$ cat src/rtl/shadow_update_pkg.sv
package shadow_update_pkg;

  localparam int unsigned ADDR_W   = 4;
  localparam int unsigned SEL_W    = 3;
  localparam int unsigned SEL_SPAN = 1 << SEL_W;

  localparam logic [31:0] UNLOCK_KEY = 32'hB038_2607;

  localparam logic [ADDR_W-1:0] ADR_KEY    = 4'd0;
  localparam logic [ADDR_W-1:0] ADR_LOCK   = 4'd1;
  localparam logic [ADDR_W-1:0] ADR_CFG    = 4'd2;
  localparam logic [ADDR_W-1:0] ADR_RELOAD = 4'd3;
  localparam logic [ADDR_W-1:0] ADR_START  = 4'd4;
  localparam logic [ADDR_W-1:0] ADR_FORCE  = 4'd5;
  localparam int unsigned       ADR_CMP_BASE = 8;

  // trigger code 1 always means "load together with the group's own write"
  localparam logic [1:0] TRIG_WRITE = 2'd1;

  typedef struct packed {
    logic             lock_dbl;   // [18]
    logic             cap_edge;   // [17]
    logic [SEL_W-1:0] cap_sel;    // [16:14]
    logic [1:0]       cmp_trig;   // [13:12]
    logic             frc_edge;   // [11]
    logic [SEL_W-1:0] frc_sel;    // [10:8]
    logic [1:0]       frc_trig;   // [7:6]
    logic             cnt_edge;   // [5]
    logic [SEL_W-1:0] cnt_sel;    // [4:2]
    logic [1:0]       cnt_trig;   // [1:0]
  } cfg_t;

  localparam int unsigned CFG_W = $bits(cfg_t);

endpackage

$ cat src/rtl/sru_key_lock.sv
module sru_key_lock
  import shadow_update_pkg::*;
(
  input  logic        clk,
  input  logic        rst_n,
  input  logic        key_stb,
  input  logic [31:0] key_data,
  input  logic        lock_stb,
  input  logic        lock_bit,
  input  logic        dbl_en,
  output logic        unlocked_o,
  output logic        lock_evt_o
);

  logic unlocked_q, unlocked_d;
  logic armed_q, armed_d;
  logic evt_w;

  always_comb begin
    evt_w      = lock_stb && lock_bit && (!dbl_en || armed_q);
    armed_d    = armed_q;
    if (lock_stb) begin
      armed_d = lock_bit && dbl_en && !armed_q;
    end
    unlocked_d = unlocked_q;
    if (key_stb) begin
      unlocked_d = (key_data == UNLOCK_KEY);
    end else if (evt_w) begin
      unlocked_d = 1'b0;
    end
  end

  always_ff @(posedge clk or negedge rst_n) begin
    if (!rst_n) begin
      unlocked_q <= 1'b0;
      armed_q    <= 1'b0;
    end else begin
      if (key_stb || evt_w) unlocked_q <= unlocked_d;
      if (lock_stb)         armed_q    <= armed_d;
    end
  end

  assign unlocked_o = unlocked_q;
  assign lock_evt_o = evt_w;

  // a rejected key value always leaves protection closed
  a_r2_bad_key_closes: assert property (@(posedge clk) disable iff (!rst_n)
    (key_stb && key_data != UNLOCK_KEY) |=> !unlocked_o);

  // the lock event always closes protection
  a_r8_event_closes: assert property (@(posedge clk) disable iff (!rst_n)
    lock_evt_o |=> !unlocked_o);

  // in double-write mode an unarmed command never issues the event
  a_r8_first_write_arms: assert property (@(posedge clk) disable iff (!rst_n)
    (dbl_en && lock_stb && lock_bit && !armed_q) |-> !lock_evt_o);

endmodule

$ cat src/rtl/sru_edge_pick.sv
module sru_edge_pick
  import shadow_update_pkg::*;
#(
  parameter int unsigned N = 4
)(
  input  logic             clk,
  input  logic             rst_n,
  input  logic [N-1:0]     lvl,
  input  logic [SEL_W-1:0] sel,
  input  logic             falling,
  output logic             evt_o
);

  logic [N-1:0]        prev_q;
  logic [N-1:0]        rise_w, fall_w;
  logic [SEL_SPAN-1:0] rise_ext, fall_ext;
  logic                warm_q;

  always_comb begin
    rise_w = lvl & ~prev_q;
    fall_w = prev_q & ~lvl;
  end

  // select values wrap modulo N (N is a power of two)
  for (genvar j = 0; j < SEL_SPAN; j++) begin : g_wrap
    assign rise_ext[j] = rise_w[j % N];
    assign fall_ext[j] = fall_w[j % N];
  end

  assign evt_o = falling ? fall_ext[sel] : rise_ext[sel];

  always_ff @(posedge clk or negedge rst_n) begin
    if (!rst_n) begin
      prev_q <= '0;
      warm_q <= 1'b0;
    end else begin
      prev_q <= lvl;
      warm_q <= 1'b1;
    end
  end

  // no edge is reported while every input holds its level
  a_r5_steady_no_event: assert property (@(posedge clk) disable iff (!rst_n)
    (warm_q && $stable(lvl)) |-> !evt_o);

endmodule

$ cat src/rtl/sru_shadow_slot.sv
module sru_shadow_slot
  import shadow_update_pkg::*;
#(
  parameter int unsigned W = 16
)(
  input  logic         clk,
  input  logic         rst_n,
  input  logic         wr_stb,
  input  logic [W-1:0] wr_val,
  input  logic [1:0]   mode,
  input  logic [3:0]   evt,
  output logic [W-1:0] work_o
);

  logic [W-1:0] shadow_q, shadow_d;
  logic [W-1:0] work_q, work_d;
  logic         load_w;

  always_comb begin
    load_w   = (mode == TRIG_WRITE) ? wr_stb : evt[mode];
    shadow_d = wr_stb ? wr_val : shadow_q;
    work_d   = shadow_d;
  end

  always_ff @(posedge clk or negedge rst_n) begin
    if (!rst_n) begin
      shadow_q <= '0;
      work_q   <= '0;
    end else begin
      if (wr_stb) shadow_q <= shadow_d;
      if (load_w) work_q   <= work_d;
    end
  end

  assign work_o = work_q;

  // a load coinciding with a write transfers the written data
  a_r9_fresh_value: assert property (@(posedge clk) disable iff (!rst_n)
    (wr_stb && load_w) |=> work_q == $past(wr_val));

  // after any load the working copy matches the staged copy
  a_r10_work_matches_shadow: assert property (@(posedge clk) disable iff (!rst_n)
    load_w |=> work_q == shadow_q);

endmodule

$ cat src/rtl/shadow_update_ctrl.sv
module shadow_update_ctrl
  import shadow_update_pkg::*;
#(
  parameter int unsigned CNT_W   = 16,
  parameter int unsigned FRC_W   = 16,
  parameter int unsigned NUM_CMP = 4
)(
  input  logic                     clk,
  input  logic                     rst_n,
  input  logic                     wr_en,
  input  logic [ADDR_W-1:0]        wr_addr,
  input  logic [31:0]              wr_data,
  input  logic [NUM_CMP-1:0]       cmp_level,
  input  logic [NUM_CMP-1:0]       cap_level,
  input  logic                     reload_stb,
  input  logic                     sync_in,
  output logic [CNT_W-1:0]         reload_q,
  output logic [CNT_W-1:0]         start_q,
  output logic [FRC_W-1:0]         force_q,
  output logic [NUM_CMP*CNT_W-1:0] cmp_q,
  output logic                     locked_o
);

  // reset release synchroniser
  logic [1:0] rst_pipe_q;
  logic       rst_sync_n;

  always_ff @(posedge clk or negedge rst_n) begin
    if (!rst_n) rst_pipe_q <= 2'b00;
    else        rst_pipe_q <= {rst_pipe_q[0], 1'b1};
  end
  assign rst_sync_n = rst_pipe_q[1];

  // configuration register (never write-protected)
  cfg_t cfg_q, cfg_d;
  logic key_stb, lock_stb, cfg_stb;
  logic unlocked, lock_evt;
  logic rld_wr, sta_wr, frc_wr;
  logic [NUM_CMP-1:0] cmp_wr;

  always_comb begin
    key_stb  = wr_en && (wr_addr == ADR_KEY);
    lock_stb = wr_en && (wr_addr == ADR_LOCK);
    cfg_stb  = wr_en && (wr_addr == ADR_CFG);
    rld_wr   = wr_en && unlocked && (wr_addr == ADR_RELOAD);
    sta_wr   = wr_en && unlocked && (wr_addr == ADR_START);
    frc_wr   = wr_en && unlocked && (wr_addr == ADR_FORCE);
    cfg_d    = cfg_t'(wr_data[CFG_W-1:0]);
  end

  for (genvar i = 0; i < NUM_CMP; i++) begin : g_cmp_dec
    assign cmp_wr[i] = wr_en && unlocked && (wr_addr == ADDR_W'(ADR_CMP_BASE + i));
  end

  always_ff @(posedge clk or negedge rst_sync_n) begin
    if (!rst_sync_n)  cfg_q <= '0;
    else if (cfg_stb) cfg_q <= cfg_d;
  end

  sru_key_lock u_key_lock (
    .clk        (clk),
    .rst_n      (rst_sync_n),
    .key_stb    (key_stb),
    .key_data   (wr_data),
    .lock_stb   (lock_stb),
    .lock_bit   (wr_data[0]),
    .dbl_en     (cfg_q.lock_dbl),
    .unlocked_o (unlocked),
    .lock_evt_o (lock_evt)
  );

  assign locked_o = !unlocked;

  // hardware event pickers
  logic cnt_hw_evt, frc_hw_evt, cap_evt;

  sru_edge_pick #(.N(NUM_CMP)) u_cnt_pick (
    .clk(clk), .rst_n(rst_sync_n), .lvl(cmp_level),
    .sel(cfg_q.cnt_sel), .falling(cfg_q.cnt_edge), .evt_o(cnt_hw_evt)
  );

  sru_edge_pick #(.N(NUM_CMP)) u_frc_pick (
    .clk(clk), .rst_n(rst_sync_n), .lvl(cmp_level),
    .sel(cfg_q.frc_sel), .falling(cfg_q.frc_edge), .evt_o(frc_hw_evt)
  );

  sru_edge_pick #(.N(NUM_CMP)) u_cap_pick (
    .clk(clk), .rst_n(rst_sync_n), .lvl(cap_level),
    .sel(cfg_q.cap_sel), .falling(cfg_q.cap_edge), .evt_o(cap_evt)
  );

  // per-group source vectors, indexed by the trigger code (code 1 unused here)
  logic [3:0] cnt_src, frc_src, cmp_src;
  assign cnt_src = {sync_in,    cnt_hw_evt, 1'b0, lock_evt};
  assign frc_src = {sync_in,    frc_hw_evt, 1'b0, reload_stb};
  assign cmp_src = {reload_stb, cap_evt,    1'b0, lock_evt};

  sru_shadow_slot #(.W(CNT_W)) u_reload (
    .clk(clk), .rst_n(rst_sync_n), .wr_stb(rld_wr), .wr_val(wr_data[CNT_W-1:0]),
    .mode(cfg_q.cnt_trig), .evt(cnt_src), .work_o(reload_q)
  );

  sru_shadow_slot #(.W(CNT_W)) u_start (
    .clk(clk), .rst_n(rst_sync_n), .wr_stb(sta_wr), .wr_val(wr_data[CNT_W-1:0]),
    .mode(cfg_q.cnt_trig), .evt(cnt_src), .work_o(start_q)
  );

  sru_shadow_slot #(.W(FRC_W)) u_force (
    .clk(clk), .rst_n(rst_sync_n), .wr_stb(frc_wr), .wr_val(wr_data[FRC_W-1:0]),
    .mode(cfg_q.frc_trig), .evt(frc_src), .work_o(force_q)
  );

  for (genvar i = 0; i < NUM_CMP; i++) begin : g_cmp
    sru_shadow_slot #(.W(CNT_W)) u_cmp (
      .clk(clk), .rst_n(rst_sync_n), .wr_stb(cmp_wr[i]), .wr_val(wr_data[CNT_W-1:0]),
      .mode(cfg_q.cmp_trig), .evt(cmp_src), .work_o(cmp_q[i*CNT_W +: CNT_W])
    );
  end

  // a protected write in immediate mode leaves the working reload alone
  a_r3_locked_write_ignored: assert property (@(posedge clk) disable iff (!rst_sync_n)
    (locked_o && wr_en && wr_addr == ADR_RELOAD && cfg_q.cnt_trig == TRIG_WRITE)
    |=> $stable(reload_q));

  // an accepted start write in immediate mode appears on the next cycle
  a_r4_immediate_start: assert property (@(posedge clk) disable iff (!rst_sync_n)
    (!locked_o && wr_en && wr_addr == ADR_START && cfg_q.cnt_trig == TRIG_WRITE)
    |=> start_q == $past(wr_data[CNT_W-1:0]));

endmodule

$ cat config.mk
export PLATFORM = sky130hd
export DESIGN_NAME = shadow_update_ctrl
export DESIGN_NICKNAME = d
export VERILOG_FILES = /design/src/rtl/shadow_update_pkg.sv /design/src/rtl/sru_key_lock.sv /design/src/rtl/sru_edge_pick.sv /design/src/rtl/sru_shadow_slot.sv /design/src/rtl/shadow_update_ctrl.sv
export SDC_FILE = /design/constraint.sdc
export NUM_CORES = 1
export LEC_CHECK = 0
export ABC_AREA = 1
export BUFFER_PORTS_ARGS = -buffer_cell sky130_fd_sc_hd__buf_2
export CORE_ASPECT_RATIO = 1.75
export CORE_MARGIN = 2
export CORE_UTILIZATION = 40
export DETAILED_ROUTE_END_ITERATION = 12
export HOLD_SLACK_MARGIN = 0.12
export PLACE_DENSITY = 0.72
export SKIP_CTS_REPAIR_TIMING = 1
export SLEW_MARGIN = 20
export SYNTH_ARGS = -nofsm -noshare
export SYNTH_HDL_FRONTEND = slang
export SYNTH_SLANG_ARGS = --single-unit
$ cat constraint.sdc
create_clock -name clk -period 11.1 [get_ports clk]
set_clock_uncertainty 0.1 [all_clocks]
set_input_delay 3.33 -clock clk [delete_from_list [all_inputs] [get_ports clk]]
set_output_delay 3.33 -clock clk [all_outputs]
set_load 0.02 [all_outputs]
==> report_table.html <==
<table>
<tr><th>Metric</th><th>Value</th></tr>
<tr><th colspan="2">Global route</th></tr>
<tr><td>Tot GR Track Use</td><td>20.6%</td></tr>
<tr><td>Busiest grt layer</td><td>met2</td></tr>
<tr><td>GR Util met2</td><td>34.6%</td></tr>
<tr><td>Number of global-route vias before repair</td><td>7497</td></tr>
<tr><td>Global-route track usage on met1</td><td>27.0%</td></tr>
<tr><td>Routing usage on met3</td><td>2.72%</td></tr>
<tr><td>Global-route wire length before repair</td><td>40900 µm</td></tr>
<tr><td>Number of antenna violations at the first check in global routing</td><td>2</td></tr>
<tr><td>Pin count of the biggest net entering global routing</td><td>173</td></tr>
<tr><td>Total overflow reported by the global router</td><td>0</td></tr>
<tr><th colspan="2">Timing</th></tr>
<tr><td>Final setup violation count</td><td>0</td></tr>
<tr><td>Time the worst path needs with I/O delays and setup</td><td>5.00 ns</td></tr>
<tr><td>RSZ-0062 raised after global routing</td><td>false</td></tr>
<tr><td>Total count of hold-check failures in the final report</td><td>0</td></tr>
<tr><td>Maximum operating frequency</td><td>200 MHz</td></tr>
<tr><td>Setup total negative slack</td><td>0 ns</td></tr>
<tr><td>Number of max-slew violations in the final report</td><td>0</td></tr>
<tr><td>Post-route fraction of the period consumed by the critical path</td><td>45.1%</td></tr>
<tr><td>Worst hold-check slack</td><td>0.190 ns</td></tr>
<tr><td>Slew headroom</td><td>36.4%</td></tr>
<tr><td>Worst Tran Pin Value</td><td>0.954 ns</td></tr>
<tr><th colspan="2">Finish</th></tr>
<tr><td>Fraction of layout cells with a size suffix above 1</td><td>17.5%</td></tr>
<tr><td>Filler cells</td><td>2322</td></tr>
<tr><td>Area growth syn-to-layout</td><td>18.1%</td></tr>
<tr><td>Nets@finish</td><td>1258</td></tr>
<tr><th colspan="2">Critical path</th></tr>
<tr><td>Critical setup path kind</td><td>input pin to register</td></tr>
<tr><td>Critical path startpoint</td><td>wr_addr[2]</td></tr>
<tr><td>Number of cells on the worst reg-to-reg path</td><td>12</td></tr>
<tr><td>Highest-delay cell along the critical path</td><td>sky130_fd_sc_hd__buf_4</td></tr>
<tr><td>Critical Path Sink Type</td><td>register</td></tr>
<tr><td>Cell repeated most along the worst path</td><td>sky130_fd_sc_hd__nand2_1</td></tr>
<tr><td>Highest net fanout along the worst path</td><td>68</td></tr>
<tr><td>Terminus of the critical flop-to-flop path</td><td>g_cmp[1].u_cmp.work_o[9]$_DFFE_PN0P_</td></tr>
<tr><td>Crit path cell chain</td><td>buf_2 &gt; inv_1 &gt; nand3_1 &gt; nor2_1 &gt; nand2_1 &gt; a21oi_2 &gt; nand2_1 &gt; nand2_1 &gt; nand2_2 &gt; buf_4 &gt; nand2_2 &gt; nand2_1 &gt; nand2_1</td></tr>
<tr><td>Setup slack of the worst register-to-register path</td><td>8.58 ns</td></tr>
<tr><td>Cell family with most CP delay</td><td>simple AND/OR/NAND/NOR gates</td></tr>
<tr><td>CP arrival</td><td>5.32 ns</td></tr>
<tr><td>Worst r2r src</td><td>cfg_q[14]$_DFFE_PN0P_</td></tr>
<tr><td>Slowest cell delay on critical path</td><td>0.61 ns</td></tr>
<tr><td>Endpoint required time on the critical path</td><td>11.41 ns</td></tr>
<tr><td>Critical Path Start Type</td><td>input pin</td></tr>
<tr><td>Buffering stage count on the worst path with inverters included</td><td>3</td></tr>
<tr><th colspan="2">Min path</th></tr>
<tr><td>Hold crit path type</td><td>register to asynchronous set/reset pin</td></tr>
<tr><th colspan="2">Place</th></tr>
<tr><td>Post-DP HPWL</td><td>17400 µm</td></tr>
<tr><td>Final weighted congestion in routability-driven placement</td><td>0.857</td></tr>
<tr><td>Port bufs</td><td>161</td></tr>
<tr><th colspan="2">Logic synthesis</th></tr>
<tr><td>Post-synthesis register bit count</td><td>252</td></tr>
<tr><td>Sequential fraction of the synthesis area</td><td>64.1%</td></tr>
<tr><td>Syn Std Cell Area</td><td>9840 µm²</td></tr>
<tr><td>YS warnings</td><td>0</td></tr>
<tr><td>Synthesized area per cell</td><td>9.20 µm²</td></tr>
<tr><td>Unique cell type count in the Yosys netlist</td><td>25</td></tr>
<tr><td>Synthesized instance count</td><td>1069</td></tr>
<tr><td>Synthesized netlist net count</td><td>1118</td></tr>
<tr><th colspan="2">Floorplan</th></tr>
<tr><td>Vertical die dimension</td><td>211 µm</td></tr>
<tr><td>DIE AREA</td><td>25900 µm²</td></tr>
<tr><td>Placement Rows</td><td>76</td></tr>
<tr><td>Core Area</td><td>24400 µm²</td></tr>
<tr><td>Initial core utilization</td><td>40.3%</td></tr>
<tr><td>IO Pins</td><td>162</td></tr>
<tr><td>Die extent in x</td><td>123 µm</td></tr>
<tr><th colspan="2">Route</th></tr>
<tr><td>Via total after detailed routing</td><td>7835</td></tr>
<tr><td>Detailed Routing Iterations Pass 1</td><td>7</td></tr>
<tr><td>Post-route DRC violation count</td><td>0</td></tr>
<tr><td>Mean number of vias per cell</td><td>5.09</td></tr>
<tr><td>Total routed wirelength</td><td>26600 µm</td></tr>
<tr><td>Starting DRC count in detailed routing</td><td>580</td></tr>
<tr><td>Per-cell routed wire length</td><td>17.3 µm</td></tr>
<tr><td>Routed Antenna Nets</td><td>0</td></tr>
<tr><th colspan="2">Clock tree</th></tr>
<tr><td>Later-pin clock latency in the skew report</td><td>0.53 ns</td></tr>
<tr><td>Clock-pin slew of the registers on the worst-case setup and hold paths</td><td>0.07 ns</td></tr>
<tr><td>H-tree depth</td><td>1</td></tr>
<tr><td>Buffer type at the clock tree root</td><td>sky130_fd_sc_hd__clkbuf_16</td></tr>
<tr><td>Worst-case clock buffer depth</td><td>3</td></tr>
<tr><td>Number of buffers inserted during clock tree synthesis</td><td>23</td></tr>
<tr><td>Clock tree from TritonCTS</td><td>done</td></tr>
<tr><td>Clock sinks</td><td>252</td></tr>
<tr><th colspan="2">Power</th></tr>
<tr><td>Worst IR drop on VDD</td><td>0.118 mV</td></tr>
<tr><td>Static leakage power</td><td>6.37 nW</td></tr>
<tr><td>Pwr/cell area</td><td>165 nW/µm²</td></tr>
<tr><th colspan="2">Run</th></tr>
<tr><td>Maxcap violations</td><td>0</td></tr>
<tr><th colspan="2">Outcome</th></tr>
<tr><td>Status</td><td>finished, final reports clean</td></tr>
</table>
[metrics by stage]
step | utilization [%] | instances | setup WS, ns | power, W | area (µm²)
2_1_floorplan | - | 1069 | 3.46 | 0.00109 | 9840
3_3_place_gp | 44.4 | 1495 | 5.51 | 0.00114 | 10900
3_5_place_dp | 44.4 | 1495 | 5.48 | 0.00114 | 10900
4_1_cts | 47.4 | 1537 | 5.99 | 0.00193 | 11600
5_1_grt | 47.5 | 1539 | 5.91 | 0.00199 | 11600
6_report | 47.5 | 1539 | 6.10 | 0.00192 | 11600
[worst register-to-register path: stages, from the launching register on]
cell and delay, ns:
sky130_fd_sc_hd__dfrtp_1 0.47, sky130_fd_sc_hd__inv_2 0.07, sky130_fd_sc_hd__nand3_1 0.08, sky130_fd_sc_hd__nand3_1 0.06, sky130_fd_sc_hd__nand2_1 0.06, sky130_fd_sc_hd__nand2_1 0.06, sky130_fd_sc_hd__nand3_1 0.09, sky130_fd_sc_hd__nand2_1 0.07
sky130_fd_sc_hd__nand2_2 0.06, sky130_fd_sc_hd__buf_4 0.61, sky130_fd_sc_hd__nand2_2 0.42, sky130_fd_sc_hd__nand2_1 0.19, sky130_fd_sc_hd__nand2_1 0.07
[sequential cells by signal, indices dropped and copies added (netlist names)]
name and cells:
rst_pipe_q 2, u_reload.shadow_q 16, u_key_lock.armed_q 1, u_reload.work_o 16, u_cap_pick.prev_q 4, u_start.work_o 16
u_key_lock.unlocked_o 1, cfg_q 16, u_frc_pick.prev_q 4, g_cmp.u_cmp.work_o 64, g_cmp.u_cmp.shadow_q 64, u_force.shadow_q 16
u_force.work_o 16, u_start.shadow_q 16
[how the worst max path moves through the flow]
| stage | endpoint | cells past startpoint |
|---|---|---|
| final | g_cmp[1].u_cmp.work_o[9]$_DFFE_PN0P_ | 13 |
| after global routing | u_reload.work_o[5]$_DFFE_PN0P_ | 12 |
| after CTS | u_force.work_o[14]$_DFFE_PN0P_ | 7 |
| after detailed placement | u_force.work_o[5]$_DFFE_PN0P_ | 7 |
| after global placement | u_force.work_o[8]$_DFFE_PN0P_ | 7 |
| after floorplan | cfg_q[0]$_DFFE_PN0P_ | 0 |
[cell type report]
cell class	instances	area [µm²]	share of cell area (%)
flip-flops and latches	252	6310	54.3
multi-input cells	710	3100	26.7
repair buffers	164	853	7.34
clock buffers	34	647	5.57
well taps	312	390	3.36
inverters	58	218	1.87
clock inverters	8	96.3	0.829
diodes	1	2.50	0.0215
[cell usage after synthesis]
| library cell | count | area, µm² |
|---|---|---|
| sky130_fd_sc_hd__buf_4 | 2 | 15.0 |
| sky130_fd_sc_hd__nor2_1 | 17 | 63.8 |
| sky130_fd_sc_hd__nand2_1 | 381 | 1430 |
| sky130_fd_sc_hd__nor3_1 | 2 | 10.0 |
| sky130_fd_sc_hd__buf_2 | 13 | 65.1 |
| sky130_fd_sc_hd__a21oi_2 | 1 | 8.76 |
| sky130_fd_sc_hd__nand3_1 | 146 | 731 |
| sky130_fd_sc_hd__a21oi_1 | 3 | 15.0 |
| sky130_fd_sc_hd__o21ai_1 | 27 | 135 |
| sky130_fd_sc_hd__o22ai_1 | 1 | 6.26 |
| sky130_fd_sc_hd__inv_2 | 3 | 11.3 |
| sky130_fd_sc_hd__buf_1 | 1 | 3.75 |
| sky130_fd_sc_hd__nand3b_1 | 2 | 15.0 |
| sky130_fd_sc_hd__inv_1 | 55 | 206 |
| sky130_fd_sc_hd__o21a_1 | 1 | 7.51 |
| sky130_fd_sc_hd__nor3_2 | 1 | 10.0 |
| sky130_fd_sc_hd__nand2_2 | 8 | 50.1 |
| sky130_fd_sc_hd__buf_6 | 1 | 11.3 |
| sky130_fd_sc_hd__nor4_1 | 3 | 18.8 |
| sky130_fd_sc_hd__mux2_2 | 1 | 11.3 |
| sky130_fd_sc_hd__clkbuf_1 | 32 | 120 |
| sky130_fd_sc_hd__dfrtp_1 | 252 | 6310 |
| sky130_fd_sc_hd__o21ai_0 | 109 | 546 |
| sky130_fd_sc_hd__nand4_1 | 6 | 37.5 |
| sky130_fd_sc_hd__conb_1 | 1 | 3.75 |
[per-layer routing]
layer  vias up  routed length, µm
met1      3810              10900
li1       3750                  -
met4         2                826
met5         -                 13
met3        46               1500
met2       227              13400
[where the power goes]
group	switching, W	internal [W]	leakage [nW]	total [W]
combinational	0.000134	0.0000382	2.53	0.000173
clock	0.000343	0.000452	0.363	0.000795
sequential	0.0000179	0.000936	3.47	0.000954
[cells in the final DEF (no fill, tap or decap), types with 2 or more instances in the layout]
cell type and count:
sky130_fd_sc_hd__nand2_1 381, sky130_fd_sc_hd__a21oi_1 3, sky130_fd_sc_hd__bufinv_16 2, sky130_fd_sc_hd__o21ai_1 26, sky130_fd_sc_hd__nand3b_1 2, sky130_fd_sc_hd__nand3_1 146
sky130_fd_sc_hd__clkbuf_8 3, sky130_fd_sc_hd__buf_12 2, sky130_fd_sc_hd__inv_2 3, sky130_fd_sc_hd__clkinv_2 4, sky130_fd_sc_hd__clkbuf_16 23, sky130_fd_sc_hd__clkbuf_1 8
sky130_fd_sc_hd__inv_1 55, sky130_fd_sc_hd__buf_2 161, sky130_fd_sc_hd__nor4_1 3, sky130_fd_sc_hd__dfrtp_1 251, sky130_fd_sc_hd__nand4_1 6, sky130_fd_sc_hd__nand2_2 8
sky130_fd_sc_hd__nor2_1 17, sky130_fd_sc_hd__nor3_1 2, sky130_fd_sc_hd__o21ai_0 109
[logic make-up after synthesis]
group	count (synthesis)	share of synthesized area (%)
and+or+nand+nor	566	24.0
DFF	252	64.1
buffers and inverters	107	4.40
AOI/OAI and AO/OA	142	7.30
other	1	0.0381
muxes	1	0.114
Note: power is estimated with default switching activity, not from simulation.
